==> src/rtl/mrg_pkg.sv <==
package mrg_pkg;

   // index of the unordered thread pair (i<j) among n threads
   function automatic int pair_idx(input int i, input int j, input int n);
      return (i * (2 * n - i - 1)) / 2 + (j - i - 1);
   endfunction

   // mask of every pair bit that involves thread t
   function automatic logic [63:0] pair_mask(input int t, input int n);
      logic [63:0] m;
      m = '0;
      for (int o = 0; o < n; o++) begin
         if (o < t) m[pair_idx(o, t, n)] = 1'b1;
         else if (o > t) m[pair_idx(t, o, n)] = 1'b1;
      end
      return m;
   endfunction

endpackage

==> src/rtl/mrg_compare.sv <==
module mrg_compare #(
   parameter int NUM_THR   = 4,
   parameter int MAX_PORTS = 3,
   parameter int DATA_W    = 32,
   parameter int NUM_AREG  = 50,
   localparam int THR_W    = $clog2(NUM_THR),
   localparam int AREG_W   = $clog2(NUM_AREG),
   localparam int PAIRS    = NUM_THR * (NUM_THR - 1) / 2
) (
   input  logic                             clk,
   input  logic                             rst,
   input  logic [MAX_PORTS-1:0]             req_en,
   input  logic [MAX_PORTS-1:0][THR_W-1:0]  req_thr,
   input  logic [THR_W-1:0]                 own_thr,
   input  logic [AREG_W-1:0]                own_areg,
   input  logic [DATA_W-1:0]                own_data,
   input  logic [MAX_PORTS*DATA_W-1:0]      rd_data,
   output logic                             sh_wr_en,
   output logic [AREG_W-1:0]                sh_wr_areg,
   output logic [PAIRS-1:0]                 sh_wr_pairs
);
   import mrg_pkg::*;

   logic [MAX_PORTS-1:0]            s2_en;
   logic [MAX_PORTS-1:0][THR_W-1:0] s2_thr;
   logic [THR_W-1:0]                s2_own;
   logic [AREG_W-1:0]               s2_areg;
   logic [DATA_W-1:0]               s2_data;
   logic [MAX_PORTS-1:0]            hit;

   always_ff @(posedge clk) begin
      if (rst) begin
         s2_en   <= '0;
         s2_thr  <= '0;
         s2_own  <= '0;
         s2_areg <= '0;
         s2_data <= '0;
      end else begin
         s2_en   <= req_en;
         s2_thr  <= req_thr;
         s2_own  <= own_thr;
         s2_areg <= own_areg;
         s2_data <= own_data;
      end
   end

   for (genvar p = 0; p < MAX_PORTS; p++) begin : g_cmp
      assign hit[p] = s2_en[p] && (rd_data[p*DATA_W +: DATA_W] == s2_data);
   end

   always_comb begin
      sh_wr_pairs = '0;
      for (int p = 0; p < MAX_PORTS; p++) begin
         if (hit[p]) begin
            if (int'(s2_thr[p]) < int'(s2_own))
               sh_wr_pairs[pair_idx(int'(s2_thr[p]), int'(s2_own), NUM_THR)] = 1'b1;
            else
               sh_wr_pairs[pair_idx(int'(s2_own), int'(s2_thr[p]), NUM_THR)] = 1'b1;
         end
      end
   end

   assign sh_wr_en   = |hit;
   assign sh_wr_areg = s2_areg;

endmodule

==> config.mk <==
export PLATFORM = sky130hd
export DESIGN_NAME = mrg_compare
export DESIGN_NICKNAME = d
export VERILOG_FILES = /design/src/rtl/mrg_pkg.sv /design/src/rtl/mrg_compare.sv
export SDC_FILE = /design/constraint.sdc
export NUM_CORES = 1
export LEC_CHECK = 0
export ABC_CLOCK_PERIOD_IN_PS = 10900
export BUFFER_PORTS_ARGS = -buffer_cell sky130_fd_sc_hd__buf_2
export CELL_PAD_IN_SITES_DETAIL_PLACEMENT = 0
export CELL_PAD_IN_SITES_GLOBAL_PLACEMENT = 1
export CORE_ASPECT_RATIO = 0.6
export CORE_MARGIN = 2
export CORE_UTILIZATION = 34
export CTS_BUF_LIST = sky130_fd_sc_hd__clkbuf_16
export DETAILED_ROUTE_END_ITERATION = 10
export PLACE_DENSITY_LB_ADDON = 0.05
export RECOVER_POWER = 50
export SYNTH_ARGS = -nofsm -noshare
export SYNTH_HDL_FRONTEND = slang
export SYNTH_SLANG_ARGS = --single-unit
==> constraint.sdc <==
create_clock -name clk -period 10.9 [get_ports clk]
set_clock_uncertainty 0.05 [all_clocks]
set_input_delay 1.09 -clock clk [delete_from_list [all_inputs] [get_ports clk]]
set_output_delay 1.09 -clock clk [all_outputs]
set_load 0.01 [all_outputs]
==> results of run 1 <==
[report_power, final]
group,internal (W),switching [W],total [W]
logic,0.000289,0.000370,0.000659
clock network,0.0000880,0.0000787,0.000167
registers,0.000189,0.0000147,0.000203
[cell usage in the layout (no fill, tap or decap), types with 30 or more instances in the layout]
master | Yosys | final
ha_1 | 176 | 176
buf_2 | 2 | 155
inv_1 | 127 | 127
xnor2_1 | 90 | 90
nor2_1 | 65 | 65
nor2b_1 | 64 | 64
nand2_1 | 63 | 63
xor2_1 | 52 | 52
dfxtp_1 | 49 | 49
o21ai_0 | 32 | 32
nor4_1 | 30 | 30
[cell type report]
cell class                      instances  area, sq um  area share [%]
Inverter                              127        476.7           5.087
Timing Repair Buffer                  160        798.3           8.519
Antenna cell                            1        2.502         0.02671
Clock buffer                            5        125.1           1.335
Clock inverter                          3        33.78          0.3605
Tap cell                              315        394.1           4.206
Sequential cell                        49        980.9           10.47
Multi-Input combinational cell        813         6559           70.00
[final timing paths]
check             end  startpoint  depth (start not counted)  slack, ps
max    sh_wr_pairs[0]   s2_own[0]                         23       2370
min          s2_en[2]   req_en[2]                          2        940
[sequential cells by signal, summed over array words and instances, names as in the netlist]
| register | cells |
|---|---|
| s2_data | 32 |
| s2_en | 3 |
| s2_own | 2 |
| s2_thr | 6 |
| sh_wr_areg | 6 |
[critical path, stage by stage (launching register included)]
cell and delay [ps]:
dfxtp_1 650, inv_1 290, ha_1 380, xor2_1 150
nor2_1 60, ha_1 280, ha_1 160, inv_1 60
fa_1 370, xor2_1 560, xnor2_1 130, ha_1 250
a211oi_1 190, nor2_1 110, a2111oi_0 800, o21ai_0 200
ha_1 300, or4b_2 660, nor4_1 270, nand4_1 220
nor4b_1 540, a222oi_1 210, nand3_1 100, buf_2 130
[cells in the mapped netlist, types with 10 or more instances]
cell type,number,area (sq um)
nand2b_1,18,112.6
a211oi_1,10,75.07
ha_1,176,2202
nor2_1,65,244.0
nor3_1,17,85.08
fa_1,16,320.3
xnor2_1,90,788.3
nand4_1,24,150.1
a21o_1,11,82.58
xor2_1,52,455.4
o21ai_0,32,160.2
nand3_1,20,100.1
nor4b_1,10,87.58
nor2b_1,64,400.4
nor4_1,30,187.7
a21oi_1,22,110.1
dfxtp_1,49,980.9
nand2_1,63,236.5
clkbuf_1,11,41.29
inv_1,127,476.7
[routing by layer]
metal	track usage, %	part of all wire [%]	up-vias
li1	-	-	3738
met1	29.15	57	3128
met2	25.79	36	136
met3	4.270	5.5	20
met4	2.007	0.65	10
met5	0	0.25	-
[cell families (layout without fill, tap and decap cells)]
family | count (synthesis) | in the layout | share of synthesized area [%]
DFF | 49 | 49 | 12.18
muxes | 2 | 2 | 0.2485
adders and majority gates | 192 | 192 | 31.31
buffers and inverters | 141 | 295 | 6.600
AOI/OAI and AO/OA | 114 | 114 | 9.396
and+or+nand+nor | 357 | 357 | 24.74
xor gates and xnor gates | 142 | 142 | 15.44
other | 2 | 7 | 0.09322
[per-stage QoR]
step	power (W)	utilization (%)	hold WS, ps
6_report	0.001029	40.41	943.2
5_1_grt	0.001143	40.40	943.6
4_1_cts	0.001035	40.42	936.6
3_5_place_dp	0.0008622	39.73	1253
3_3_place_gp	0.0008763	39.73	1249
2_1_floorplan	0.0006979	-	1168
==> metrics.txt, run 1 <==
run status finished with violations; violated checks max-capacitance violations, max-slew violations; buffers inserted during post-CTS setup optimization 0; final routed wirelength across all metal layers 22650 um; GRT Util Overall 18.55%; maximum frequency from static timing analysis 117.3 MHz; TritonCTS buffer count 5; number of input and output port buffers inserted 159; post-detailed-route count of antenna-violating nets 0; fraction of registers with async set or reset after synthesis 0%; CTS hold repair buffers 0; first-pass GRT wire length 36360 um; core box area 23190 sq um; register bit count reported by yosys 49; dpl hpwl just over 20000 um; num ports 160; Leakage 4.498 nW; type of destination of the critical path output port; Filler cells ~2400; clock period minus worst slack 8526 ps; die width 202.7 um; Slew @ Worst Pin ~2300 ps; Setup violations, final 0; Routed WL per cell approximately 15 um; fraction of layout cells with a size suffix above 1 15.21%; height of the die 123.2 um; initial core utilization 34.74%; DRC violations left 0; Yosys cell types 61; post-synthesis cell area 8056 sq um; cell area after placement 9214 sq um; count of final max-slew check failures 50; maximum number of pins on one net before global-route repair 50; worst slack after detailed placement ~2700 ps; Critical Path Start Type register; Total Nets Final 1495; part of the Yosys area used for sequential elements between 10% and 20%; Area growth, synth to finish 16.31%; drt pass-1 iters 7; Synth Flop Type dfxtp_1; Placer Congestion a little under 0.9; area of the die 24980 sq um; Max Root-Sink Buffers 2; final-layout setup total negative slack 0 ps; cells resized by post-CTS repair 0; Starting DRT DRC Count 301; crit share post-route 78.22%; total power divided by cell area 109.8 nW/um^2; CTS root buf clkbuf_16; clock input transition at the sequential cells of the worst setup and hold paths 80 ps; depth of the CTS H-tree 2; RSZ-0062 raised after global routing false; post-route cell area about 9400 sq um; standard-cell rows 43; number of sinks on the clock net 49; category of the most critical setup path reg -> out; number of antenna violations at the first check in global routing 6; aggregate global routing overflow 0; classification of the worst-slack hold path in -> reg; data required time of the critical path 9760 ps; max_cap viols 1; average via count per standard cell 4.774; arrival time worst endpoint 7390 ps; number of synthesis warnings 0; Final Instance Count excl. Fillers about 1500; worst IR drop on VDD 0.08596 mV; Final Hold Fails 0; number of enable flip-flop cells after synthesis 0; Max-Slew Margin vs Limit -54.18%; maximum fanout along the worst path 11; Avg Cell Area, Syn 8.065 sq um; post-synthesis instance total 999; via count 7032; clock tree from TritonCTS built; via count of the first global-routing pass 6815; slack of the critical path 2374 ps; number of placed instances, taps included roughly 1500
No activity file was read; power rests on OpenSTA's default activity.
==> run 2: changes to the inputs <==
--- a/config.mk
+++ b/config.mk
@@ -5,7 +5,8 @@
 export SDC_FILE = /design/constraint.sdc
 export NUM_CORES = 1
 export LEC_CHECK = 0
-export ABC_CLOCK_PERIOD_IN_PS = 10900
+export ABC_AREA = 1
+export ABC_CLOCK_PERIOD_IN_PS = 7700
 export BUFFER_PORTS_ARGS = -buffer_cell sky130_fd_sc_hd__buf_2
 export CELL_PAD_IN_SITES_DETAIL_PLACEMENT = 0
 export CELL_PAD_IN_SITES_GLOBAL_PLACEMENT = 1
==> constraint.sdc (replaced) <==
create_clock -name clk -period 7.7 [get_ports clk]
set_clock_uncertainty 0.05 [all_clocks]
set_input_delay 0.77 -clock clk [delete_from_list [all_inputs] [get_ports clk]]
set_output_delay 0.77 -clock clk [all_outputs]
set_load 0.01 [all_outputs]
==> metrics.txt, run 2 <==
clock input transition at the sequential cells of the worst setup and hold paths 80 ps (about the same); CTS hold repair buffers 0 (unchanged); RSZ-0062 raised after global routing false; first-pass GRT wire length 43100 um (+19%); maximum fanout along the worst path 8 (-3); height of the die 129.6 um (+5.2%); area occupied by multi-input gates 6804 sq um (+3.7%); initial core utilization 34.98% (+0.24 points); crit share post-route 91.75%; GRT Util Overall 19.95% (+1.4 points); part of the Yosys area used for sequential elements 10.97% (-1.2 points); clock period minus worst slack 7065 ps; library cell appearing most often on the critical path nand2_1; number of input and output port buffers inserted 159 (unchanged); top cells by area, synth ha_1 (25%), inv_1 (12%), nand2_1 (11%); Avg Cell Area, Syn 6.452 sq um (-20%); Setup violations, final 0 (unchanged); Buf/Inv on CP 6 (+3); num ports 160 (unchanged); worst IR drop on VDD 0.07943 mV (-7.6%); Top reg by flops s2_data; Max-Slew Margin vs Limit -56.97% (-2.8 points); area fraction of the dominant cell type after synthesis 24.63% (-2.7 points); post-detailed-route count of antenna-violating nets 0 (unchanged); Routed WL per cell 14.10 um (-8.3%); TritonCTS buffer count 5 (unchanged); die width 213.4 um (+5.2%); area of the die 27660 sq um (+11%); maximum frequency from static timing analysis 141.5 MHz; violated checks max-capacitance violations, max-slew violations; final routed wirelength across all metal layers 26780 um (+18%); buffers inserted during post-CTS setup optimization 0 (unchanged); register bit count reported by yosys 49 (unchanged); number of synthesis warnings 0 (unchanged); DRC violations left 0 (unchanged); dominant delay contributor by cell family on the critical path adder cells; data required time of the critical path 6880 ps (-2880 ps); via count 8746 (+24%); flip-flop count of the largest register, all copies and words added 32 (unchanged); Critical Path Start Type register; Synth Flop Type dfxtp_1; largest area contributor in the netlist ha_1; dpl hpwl 23550 um (+17%); leading cell type in the layout, fill and taps excluded inv_1; count of final max-slew check failures 50 (unchanged); max_cap viols 1 (unchanged); Total Nets Final 1884 (+26%); number of sinks on the clock net 49 (unchanged); clock tree from TritonCTS built; Placer Congestion 0.8687 (-1.7%); biggest cell delay along the critical path 590 ps (-210 ps); fraction of registers with async set or reset after synthesis 0% (unchanged); post-synthesis cell area 8942 sq um (+11%); number of antenna violations at the first check in global routing 2 (-4); aggregate global routing overflow 0 (unchanged); dominant cell by count in the synthesized netlist inv_1; Slew @ Worst Pin 2354 ps (+41.71 ps); Yosys cell types 49 (-20%); via count of the first global-routing pass 8192 (+20%); post-synthesis instance total 1386 (+39%); sequential cell area 980.9 sq um (unchanged); category of the most critical setup path reg -> out; cells resized by post-CTS repair 0 (unchanged); standard-cell rows 45 (+4.7%); cell at the slowest stage of the critical path dfxtp_1; run status finished with violations; average via count per standard cell 4.606 (-3.5%); arrival time worst endpoint 6240 ps (-1150 ps); maximum number of pins on one net before global-route repair 50 (unchanged); Leakage 5.778 nW (+28%); final-layout setup total negative slack 0 ps (unchanged); CTS root buf clkbuf_16; type of destination of the critical path output port; Filler cells 2882 (+19%); Area growth, synth to finish 15.31%; fraction of layout cells with a size suffix above 1 13.97% (-1.2 points); leading cell types in the layout, fill and taps excluded inv_1 (292), nand2_1 (266), ha_1 (176); classification of the worst-slack hold path in -> reg; Starting DRT DRC Count 481 (+60%); overall power after layout 0.001621 W (+58%); Max Root-Sink Buffers 2 (unchanged); drt pass-1 iters 5 (-2); total power divided by cell area 157.2 nW/um^2 (+43%); depth of the CTS H-tree 2 (unchanged); Final Hold Fails 0 (unchanged); core box area 25560 sq um (+10%); number of enable flip-flop cells after synthesis 0 (unchanged); commonest cells in the synthesized netlist inv_1 (292), nand2_1 (266), ha_1 (176)
run 2: cell families after synthesis:
kind of cell,after synthesis,share of synthesized area (%)
AND/OR/NAND/NOR,647,32.48
flip-flops,49,10.97
other,2,0.08398
adder cells (fa/ha/maj),192,28.21
XOR/XNOR,64,6.352
AO/OA/AOI/OAI,122,8.801
buffers and inverters,310,13.11
run 2: worst min-delay path, delay by kind of cell:
kind          cells  cell delay [ps]
buf+inv           2              100
simple gates      1               60
run 2: final timing paths:
path	endpoint	startpoint	cells past startpoint
setup / recovery	sh_wr_pairs[0]	s2_own[1]	32
hold / removal	s2_data[4]	own_data[4]	3
run 2: where the power goes:
| group | leakage, nW | internal [W] | switching [W] |
|---|---|---|---|
| Sequential | 0.408 | 0.000267 | 0.0000160 |
| Combinational | 5.28 | 0.000410 | 0.000654 |
| Clock | 0.0848 | 0.000156 | 0.000118 |
| Total | 5.78 | 0.000833 | 0.000788 |
run 2: stage by stage:
stage	setup slack (ps)	area, sq um	util, %	hold WS [ps]	std cells
floorplan	1906	8957	-	827.0	1390
global placement	1202	10140	39.68	921.8	1890
detailed placement	1004	10140	39.68	926.1	1890
CTS	657.1	10320	40.36	595.5	1898
global route	90.30	10310	40.34	601.0	1899
finish	635.2	10310	40.34	600.9	1899
run 2: routing by layer:
| metal | vias to the layer above | wire [um] | share of wire (%) | global-route usage, % |
|---|---|---|---|---|
| li1 | 4730 | - | - | - |
| met1 | 3864 | 15790 | 59 | 32.79 |
| met2 | 142 | 9710 | 36 | 26.70 |
| met3 | 8 | 1154 | 4.3 | 3.635 |
| met4 | 2 | 112 | 0.42 | 1.961 |
| met5 | - | 13 | 0.049 | 0 |
run 2: layout make-up:
type,instances,area share [%]
antenna,1,0.02427
clock buffer,5,1.213
clock inverter,3,0.4611
inverter,299,10.88
multi-input combinational,1031,65.99
sequential,49,9.513
tap,352,4.271
timing repair buffer,159,7.645
